## src/rtl/odo_pkg.sv

```systemverilog
package odo_pkg;
  typedef enum logic [1:0] {
    VIEW_TOTAL  = 2'd0,
    VIEW_TRIP_A = 2'd1,
    VIEW_TRIP_B = 2'd2
  } view_t;

  localparam int NIB_W = 4;
endpackage

```

## src/rtl/odo_sync_edge.sv

```systemverilog
module odo_sync_edge #(
  parameter int STAGES = 2
) (
  input  logic clk,
  input  logic rst,
  input  logic din,
  output logic level,
  output logic fall
);
  logic [STAGES:0] chain;

  always_ff @(posedge clk) begin
    if (rst) chain <= '1;
    else     chain <= {chain[STAGES-1:0], din};
  end

  assign level = chain[STAGES-1];
  assign fall  = chain[STAGES] & ~chain[STAGES-1];
endmodule

```

## src/rtl/odo_tacho.sv

```systemverilog
module odo_tacho #(
  parameter int GROUP = 4
) (
  input  logic clk,
  input  logic rst,
  input  logic fall,
  input  logic level,
  output logic tacho
);
  localparam int SW = (GROUP > 2) ? $clog2(GROUP) : 1;
  localparam logic [SW-1:0] LAST = SW'(GROUP - 1);

  logic [SW-1:0] pos;

  always_ff @(posedge clk) begin
    if (rst) begin
      pos   <= '0;
      tacho <= 1'b0;
    end else if (fall) begin
      if (pos == LAST) begin
        pos <= '0;
      end else begin
        pos   <= pos + 1'b1;
        tacho <= 1'b1;
      end
    end else if (level) begin
      tacho <= 1'b0;
    end
  end
endmodule

```

## src/rtl/odo_accum.sv

```systemverilog
module odo_accum #(
  parameter int DIGITS     = 6,
  parameter int WINDOW_HI  = 17,
  parameter int STEP_BASE  = 'h28,
  parameter int STEP_GAP   = 'h28,
  parameter int STEP_COUNT = 6,
  parameter int WRAP_LO    = 'hFE,
  parameter int RELOAD     = 83
) (
  input  logic                  clk,
  input  logic                  rst,
  input  logic                  bump,
  input  logic                  clear,
  output logic [DIGITS*4-1:0]   digits
);
  localparam logic [7:0]  WIN_B  = 8'(WINDOW_HI);
  localparam logic [7:0]  WRAP_B = 8'(WRAP_LO);
  localparam logic [15:0] LOAD_V = 16'(RELOAD);

  logic [15:0]         raw;
  logic [15:0]         raw_inc;
  logic                hit;
  logic                wrap;
  logic [DIGITS*4-1:0] dig_next;
  logic [DIGITS-1:0]   cy;

  assign raw_inc = raw + 16'd1;
  assign wrap    = (raw_inc[15:8] == WIN_B) && (raw_inc[7:0] == WRAP_B);

  always_comb begin
    hit = 1'b0;
    for (int k = 0; k < STEP_COUNT; k++) begin
      if ((raw_inc[15:8] == WIN_B) && (raw_inc[7:0] == 8'(STEP_BASE + k * STEP_GAP)))
        hit = 1'b1;
    end
  end

  assign cy[0] = 1'b1;
  for (genvar g = 0; g < DIGITS; g++) begin : g_dig
    logic [3:0] cur;
    assign cur = digits[g*4 +: 4];
    assign dig_next[g*4 +: 4] = cy[g] ? ((cur == 4'd9) ? 4'd0 : cur + 4'd1) : cur;
    if (g < DIGITS - 1) begin : g_cy
      assign cy[g+1] = cy[g] & (cur == 4'd9);
    end
  end

  always_ff @(posedge clk) begin
    if (rst || clear) begin
      raw    <= LOAD_V;
      digits <= '0;
    end else if (bump) begin
      raw <= wrap ? LOAD_V : raw_inc;
      if (hit) digits <= dig_next;
    end
  end
endmodule

```

## src/rtl/odometer.sv

```systemverilog
module odometer
  import odo_pkg::*;
#(
  parameter int TOTAL_DIGITS = 6,
  parameter int TRIP_DIGITS  = 4,
  parameter int SYNC_STAGES  = 2,
  parameter int TACHO_GROUP  = 4,
  parameter int WINDOW_HI    = 17,
  parameter int STEP_BASE    = 'h28,
  parameter int STEP_GAP     = 'h28,
  parameter int STEP_COUNT   = 6,
  parameter int WRAP_LO      = 'hFE,
  parameter int RELOAD       = 83
) (
  input  logic                      clk,
  input  logic                      rst,
  input  logic                      sense_n,
  input  logic                      short_press,
  input  logic                      long_press,
  output logic [TOTAL_DIGITS*4-1:0] disp_digits,
  output logic [1:0]                view,
  output logic                      tacho_out
);
  localparam int DW     = TOTAL_DIGITS * NIB_W;
  localparam int TW     = TRIP_DIGITS * NIB_W;
  localparam int FILL_W = DW - TW;

  view_t         view_q;
  logic          lvl;
  logic          pulse;
  logic          clr_a;
  logic          clr_b;
  logic [DW-1:0] tot_d;
  logic [TW-1:0] a_d;
  logic [TW-1:0] b_d;

  odo_sync_edge #(.STAGES(SYNC_STAGES)) u_sync (
    .clk(clk), .rst(rst), .din(sense_n), .level(lvl), .fall(pulse)
  );

  odo_tacho #(.GROUP(TACHO_GROUP)) u_tacho (
    .clk(clk), .rst(rst), .fall(pulse), .level(lvl), .tacho(tacho_out)
  );

  assign clr_a = long_press && (view_q == VIEW_TRIP_A);
  assign clr_b = long_press && (view_q == VIEW_TRIP_B);

  odo_accum #(
    .DIGITS(TOTAL_DIGITS), .WINDOW_HI(WINDOW_HI), .STEP_BASE(STEP_BASE),
    .STEP_GAP(STEP_GAP), .STEP_COUNT(STEP_COUNT), .WRAP_LO(WRAP_LO), .RELOAD(RELOAD)
  ) u_total (
    .clk(clk), .rst(rst), .bump(pulse), .clear(1'b0), .digits(tot_d)
  );

  odo_accum #(
    .DIGITS(TRIP_DIGITS), .WINDOW_HI(WINDOW_HI), .STEP_BASE(STEP_BASE),
    .STEP_GAP(STEP_GAP), .STEP_COUNT(STEP_COUNT), .WRAP_LO(WRAP_LO), .RELOAD(RELOAD)
  ) u_trip_a (
    .clk(clk), .rst(rst), .bump(pulse), .clear(clr_a), .digits(a_d)
  );

  odo_accum #(
    .DIGITS(TRIP_DIGITS), .WINDOW_HI(WINDOW_HI), .STEP_BASE(STEP_BASE),
    .STEP_GAP(STEP_GAP), .STEP_COUNT(STEP_COUNT), .WRAP_LO(WRAP_LO), .RELOAD(RELOAD)
  ) u_trip_b (
    .clk(clk), .rst(rst), .bump(pulse), .clear(clr_b), .digits(b_d)
  );

  always_ff @(posedge clk) begin
    if (rst) begin
      view_q <= VIEW_TOTAL;
    end else if (short_press) begin
      case (view_q)
        VIEW_TOTAL:  view_q <= VIEW_TRIP_A;
        VIEW_TRIP_A: view_q <= VIEW_TRIP_B;
        default:     view_q <= VIEW_TOTAL;
      endcase
    end
  end

  always_ff @(posedge clk) begin
    if (rst) begin
      disp_digits <= '0;
    end else begin
      case (view_q)
        VIEW_TRIP_A: disp_digits <= {{FILL_W{1'b1}}, a_d};
        VIEW_TRIP_B: disp_digits <= {{FILL_W{1'b1}}, b_d};
        default:     disp_digits <= tot_d;
      endcase
    end
  end

  assign view = view_q;
endmodule

```

## config.mk

```make
export PLATFORM = sky130hd
export DESIGN_NAME = odometer
export DESIGN_NICKNAME = d
export VERILOG_FILES = /design/src/rtl/odo_pkg.sv /design/src/rtl/odo_sync_edge.sv /design/src/rtl/odo_tacho.sv /design/src/rtl/odo_accum.sv /design/src/rtl/odometer.sv
export SDC_FILE = /design/constraint.sdc
export NUM_CORES = 1
export LEC_CHECK = 0
export CAP_MARGIN = 25
export CORE_MARGIN = 5
export CORE_UTILIZATION = 50
export CTS_CLUSTER_SIZE = 40
export DETAILED_ROUTE_END_ITERATION = 10
export DONT_BUFFER_PORTS = 1
export PLACE_DENSITY = 0.64
export SETUP_SLACK_MARGIN = 0.3
export SLEW_MARGIN = 10
export SYNTH_ARGS = -nofsm -noshare
export SYNTH_HDL_FRONTEND = slang
export SYNTH_SLANG_ARGS = --single-unit
```

## constraint.sdc

```tcl
create_clock -name clk -period 4.32 [get_ports clk]
set_input_delay 0.864 -clock clk [delete_from_list [all_inputs] [get_ports clk]]
set_output_delay 0.864 -clock clk [all_outputs]
set_load 0.005 [all_outputs]
```

==> impl_metrics.yaml, run 1 <==
power_and_ir_drop:
  leakagePower_nw: 2.80
  p_per_area_mw_per_mm2: 342
  irDropWorstVdd_uv: 278
  finalPower_mw: 2.94
synthesis:
  synth_warnings: 0
  synth_area_mm2: 0.00798
  synth-seq-area-share: 0.341
  ys_types: 80
  yosys-top-cells-count: "dfxtp_1, nor2_1, a21oi_1, nand2_1, clkbuf_1"
  yosysMostFrequentCell: "dfxtp_1"
  yosys.area.top_type: "dfxtp_1"
  ys_ff_latch: 136
  ys_top_cells_by_area: "dfxtp_1, a21oi_1, nor2_1, nand2_1, nand3_1"
  synth_edf_count: 0
  yosys.area.top_type_share: 0.341
  async_flop_share: 0
  syn-mean-instance-area_um2: 7.97
  synth-main-ff-cell: "dfxtp_1"
  synth_cells: 1001
  synth_nets: 1017
drt:
  vias: 6975
  dr.pass1.iters: 5
  wire_per_inst_um: 15.6
  ant_nets: 0
  drt_iter0_drc: 453
  routed_wl_um: 18400
  drc: 0
  routed_via_density: 5.91
flow_run:
  maxCapViolCount: 0
clock_tree:
  clockRootBuffer: "clkbuf_16"
  clock_latency_ns: 0.42
  hold_buffers: 0
  cts_max_level: 4
  clk_pin_slew_worst_paths_ns: 0.06
  cts_sinks: 136
  cts_buffers: 17
  cts_tree: "yes"
  postCtsSetupBuffers: 0
  cts_resized: 0
  clock_path_buffers: 2
worst_setup_path:
  crit_arrival_ns: 3.81
  required_ns: 4.61
  cp_max_fo: 12
  endpoint_kind: "flop"
  setup.worst_path.start_class: "flop"
  critPathKind: "reg2reg"
min_path:
  hp-class: "reg2reg"
grt:
  grt_max_degree: 83
  grt_pass1_wl_um: 30900
  antenna_found_initial: 0
  grt_pass1_vias: 6293
  grt_usage: 0.201
  grt-ovfl-total: 0
placed_design:
  place.port_buffers: 0
  dp_hpwl_um: 12300
  gp_congestion: 0.855
  placed_cell_area_mm2: 0.00798
sta:
  whs_ns: 0.405
  slew_headroom: 0.370
  setup_viol: 0
  skew_ns: 0.00922
  finalCriticalPeriod_ns: 3.52
  worstMarginPinSlew_ns: 0.940
  max_freq_ghz: 0.284
  drv_slew: 0
  period_share: 0.815
  finalSetupTns_ns: 0
  rsz0062_at_grt: "false"
  hold_viol: 0
die:
  fp.dieW_um: 136
  start_util: 0.506
  core_mm2: 0.0158
  num_rows: 46
  pin_count: 32
  die_y_um: 136
  dieArea_mm2: 0.0186
cells_and_area:
  fin_area_mm2: 0.00857
  fin_nets: 968
  drive_gt1_frac: 0.0902
  n_antenna_cell: 0
  syn2layout_area_growth_pct: 7.45
status:
  outcome: "finished, final reports clean"
## final timing paths
path,startpoint,to,slack (ns),cells past startpoint
worst max-delay path,u_total.raw[0]$_SDFFE_PP1P_,u_total.raw[14]$_SDFFE_PP0P_,0.80,9
worst max register to register,u_total.raw[0]$_SDFFE_PP1P_,u_total.raw[14]$_SDFFE_PP0P_,0.80,9
worst min-delay path,u_sync.chain[0]$_SDFF_PP1_,u_sync.chain[1]$_SDFF_PP1_,0.41,1
worst min register to register,u_sync.chain[0]$_SDFF_PP1_,u_sync.chain[1]$_SDFF_PP1_,0.41,1
## area by class of cell
type                       count  area, um2
clock inverter                14        163
fill                        1552       7200
timing repair buffer           9       67.6
sequential                   136       2720
inverter                      40        150
multi-input combinational    748       4770
tap                          216        270
clock buffer                  18        429
## worst max-delay path: stages, from the launching register on
cell,delay [ns]
dfxtp_1,0.53
ha_1,0.42
and3_1,0.35
and4_4,0.28
mux2_4,0.33
nor4_1,0.54
buf_4,0.21
nand2_1,0.23
nand2_1,0.34
o32ai_1,0.14
## state kept, by name, indices dropped and copies added, names as in the netlist, 3 cells and up
name	count
u_total.digits	24
u_trip_b.digits	16
u_sync.chain	3
disp_digits	24
u_trip_b.raw	16
u_total.raw	16
u_trip_a.raw	16
u_trip_a.digits	16
## stage by stage
stage | cells | setup WS, ns | utilization
6_report | 1181 | 0.799 | 0.544
3_5_place_dp | 1149 | 0.829 | 0.506
4_1_cts | 1181 | 0.837 | 0.544
2_1_floorplan | 1001 | 1.65 | -
5_1_grt | 1181 | 0.588 | 0.544
3_3_place_gp | 1149 | 0.990 | 0.506
## cell families after synthesis
logic type / after synthesis / synth area share
and+or+nand+nor: 429 / 0.299
DFF: 136 / 0.341
buffers and inverters: 117 / 0.0619
xor gates and xnor gates: 32 / 0.0351
muxes: 22 / 0.0289
adders and majority gates: 11 / 0.0173
AOI/OAI and AO/OA: 254 / 0.216
## where the power goes
group | switching (mW) | internal, mW
Combinational | 0.101 | 0.0512
Sequential | 0.0290 | 1.28
Clock | 0.604 | 0.866
## routing by layer
| metal | vias up | track usage | wire [um] |
|---|---|---|---|
| met4 | 0 | 0.0448 | 133 |
| li1 | 3569 | - | - |
| met2 | 116 | 0.324 | 8640 |
| met3 | 12 | 0.0411 | 646 |
| met5 | - | 0 | 0 |
| met1 | 3278 | 0.279 | 8990 |
## placed cells by master (no fill, tap or decap), drive strengths merged, types with 9 or more instances in the layout
master	Yosys	final
dfxtp	136	136
nor2	93	93
nand2	78	78
a21oi	78	78
inv	40	47
o21ai	39	39
nand3	38	38
or3	28	28
and3	23	23
xnor2	21	21
nand4	21	21
a31oi	19	19
a211oi	19	19
nand2b	18	18
a22oi	18	18
clkbuf	48	18
mux2i	17	17
nor2b	17	17
nor3	17	17
and4	13	13
nor4	13	13
nor3b	12	12
o311ai	12	12
and2	11	11
xor2	11	11
a31o	11	11
ha	11	11
or2	9	9
buf	29	9
Note: power is estimated with default switching activity, not from simulation.
==> run 2, diff against run 1 <==
- ABC_AREA: not set -> 1
- PLACE_DENSITY: 0.64 -> 0.67
- clock period: 4.32 -> 3 ns (I/O delays scaled with it)
==> run 2 against run 1 <==
  * Largest cell class unchanged
  * Global-route usage up 0.27 points
  * First-iteration DRC count up 12%
  * Critical path type unchanged
  * Register-to-register slack worse by 0.19 ns
  * Worst setup slack worse by 0.19 ns
  * Critical path depth up 5
  * Highest routed layer unchanged
  * Fmax up 47%
  * Largest power group unchanged
  * Combinational power up 52%
==> impl_metrics.yaml, run 2 <==
status:
  outcome: "finished, final reports clean"
worst_setup_path:
  setup.worst_path.start_class: "flop"
  r2r_end: "u_total.digits[13]$_SDFFE_PP0P_"
  crit_arrival_ns: 2.70
  required_ns: 3.30
  r2r-start: "u_total.raw[0]$_SDFFE_PP1P_"
  rrSetupSlack_ns: 0.61
  cp_max_fo: 7
  ff2ff_path_depth: 14
  endpoint_kind: "flop"
  critPathKind: "reg2reg"
synthesis:
  ys_ff_latch: 136
  yosys-top-cells-count: "nand2_1, inv_1, dfxtp_1"
  ys_types: 41
  synth_warnings: 0
  async_flop_share: 0
  synth-seq-area-share: 0.356
  synth_nets: 1210
  synth_area_mm2: 0.00764
  synth_cells: 1194
  synth-main-ff-cell: "dfxtp_1"
  yosysMostFrequentCell: "nand2_1"
  yosys.area.top_type: "dfxtp_1"
  ys_top_cells_by_area: "dfxtp_1, nand2_1, inv_1, a21oi_1, nor2_1"
  synth_edf_count: 0
  yosys.area.top_type_share: 0.356
  syn-mean-instance-area_um2: 6.40
die:
  num_rows: 45
  start_util: 0.506
  core_mm2: 0.0151
  pin_count: 32
  die_y_um: 134
  fp.dieW_um: 134
  dieArea_mm2: 0.0179
placed_design:
  place.port_buffers: 0
  dp_hpwl_um: 13000
  dp_cells: 1360
  place_ws_ns: 0.570
  placed_cell_area_mm2: 0.00782
  gp_congestion: 0.861
sta:
  whs_ns: 0.252
  hold_viol: 0
  setup_ws_ns: 0.608
  max_freq_ghz: 0.418
  slew_headroom: 0.452
  finalSetupTns_ns: 0
  finalCriticalPeriod_ns: 2.39
  skew_ns: 0.00761
  setup_viol: 0
  period_share: 0.797
  rsz0062_at_grt: "true"
  worstMarginPinSlew_ns: 0.821
  drv_slew: 0
clock_tree:
  hold_buffers: 0
  clock_path_buffers: 2
  postCtsSetupBuffers: 0
  clock_latency_ns: 0.42
  cts_max_level: 4
  clk_pin_slew_worst_paths_ns: 0.06
  cts_buffers: 17
  cts_sinks: 136
  cts_tree: "yes"
  clockRootBuffer: "clkbuf_16"
power_and_ir_drop:
  p_per_area_mw_per_mm2: 525
  irDropWorstVdd_uv: 422
  finalPower_mw: 4.45
  leakagePower_nw: 3.46
drt:
  wire_per_inst_um: 13.0
  vias: 7291
  drc: 0
  drt_iter0_drc: 509
  dr.pass1.iters: 5
  routed_via_density: 5.24
  ant_nets: 0
  routed_wl_um: 18100
cells_and_area:
  fin_area_mm2: 0.00849
  fin_nets: 1207
  biggestRegsByFlops: "disp_digits x24, u_total.digits x24"
  instances_no_fill: 1392
  final_util: 0.563
  drive_gt1_frac: 0.0731
  layout_common_cells: "nand2_1, inv_1, dfxtp_1"
  syn2layout_area_growth_pct: 11.1
  final_common_cell: "nand2_1"
  n_antenna_cell: 0
grt:
  grt_usage: 0.204
  grt_max_degree: 57
  grt_pass1_vias: 6496
  antenna_found_initial: 0
  grt_pass1_wl_um: 30400
  grt-ovfl-total: 0
min_path:
  min_from: "rst"
  min_to: "u_total.digits[9]$_SDFFE_PP0P_"
  min_path_cells: 1
  hp-class: "in2reg"
flow_run:
  maxCapViolCount: 0
[run 2: changes by cell type after synthesis, sizes merged, moves of 24 or more]
cell	previous run	this run
or3	28	0
buf	29	5
a21oi	78	110
nor2	93	153
nand3	38	73
clkbuf	48	23
nand2	78	339
inv	40	171
[run 2: worst max-delay path by stage]
stage	start	end	cells past startpoint
2_1_floorplan	u_total.raw[0]$_SDFFE_PP1P_	u_total.digits[21]$_SDFFE_PP0P_	14
3_3_place_gp	u_total.raw[0]$_SDFFE_PP1P_	u_total.digits[22]$_SDFFE_PP0P_	14
3_5_place_dp	u_total.raw[0]$_SDFFE_PP1P_	u_total.digits[22]$_SDFFE_PP0P_	14
4_1_cts	u_total.raw[0]$_SDFFE_PP1P_	u_total.digits[22]$_SDFFE_PP0P_	14
5_1_grt	u_total.raw[0]$_SDFFE_PP1P_	u_total.digits[13]$_SDFFE_PP0P_	14
6_report	u_total.raw[0]$_SDFFE_PP1P_	u_total.digits[13]$_SDFFE_PP0P_	14
[run 2: metal layers]
metal,global-route usage,share of wire,vias to the layer above
li1,-,-,3837
met3,0.0472,0.045,16
met4,0.0486,0.011,0
met1,0.271,0.48,3295
met2,0.338,0.47,143
met5,0,0,-
[run 2: area by class of cell]
| class | instances | area [um2] |
|---|---|---|
| fillers | 1440 | 6600 |
| flip-flops and latches | 136 | 2720 |
| repair buffers | 6 | 45.0 |
| well taps | 188 | 235 |
| multi-input cells | 858 | 4180 |
| clock inverters | 11 | 191 |
| inverters | 172 | 646 |
| clock buffers | 21 | 470 |
[run 2: kinds of logic (layout without fill, tap and decap cells)]
kind of cell             after synthesis  after routing  share of synthesized area
AO/OA/AOI/OAI                        211            211                      0.149
flip-flops                           136            136                      0.356
AND/OR/NAND/NOR                      626            626                      0.366
adder cells (fa/ha/maj)               11             11                     0.0180
buffers and inverters                200            210                     0.0984
XOR/XNOR                              10             10                     0.0115
[run 2: repair_timing]
action	CTS	global route
resized for setup	0	3
endpoints found under the setup margin	0	7
hold endpoints to repair	0	0
[run 2: report_power, final]
| group | leakage, nW | total, mW | switching [mW] | internal (mW) |
|---|---|---|---|---|
| sequential | 1.10 | 1.89 | 0.0339 | 1.85 |
| combinational | 2.04 | 0.231 | 0.163 | 0.0674 |
| clock | 0.316 | 2.34 | 0.796 | 1.54 |
| total | 3.46 | 4.45 | 0.993 | 3.46 |
[run 2: worst max-delay path: stages, from the launching register on]
cell and delay, ns:
dfxtp_1 0.43, ha_1 0.28, nand2_2 0.11, nor2_2 0.14, nand2_1 0.08, xnor2_1 0.18, nand2_1 0.09, nor2_1 0.09
nand2_1 0.09, nor2_4 0.18, nand3_4 0.16, nor2_2 0.21, nand2_1 0.07, nand2_1 0.08, o21ai_0 0.09
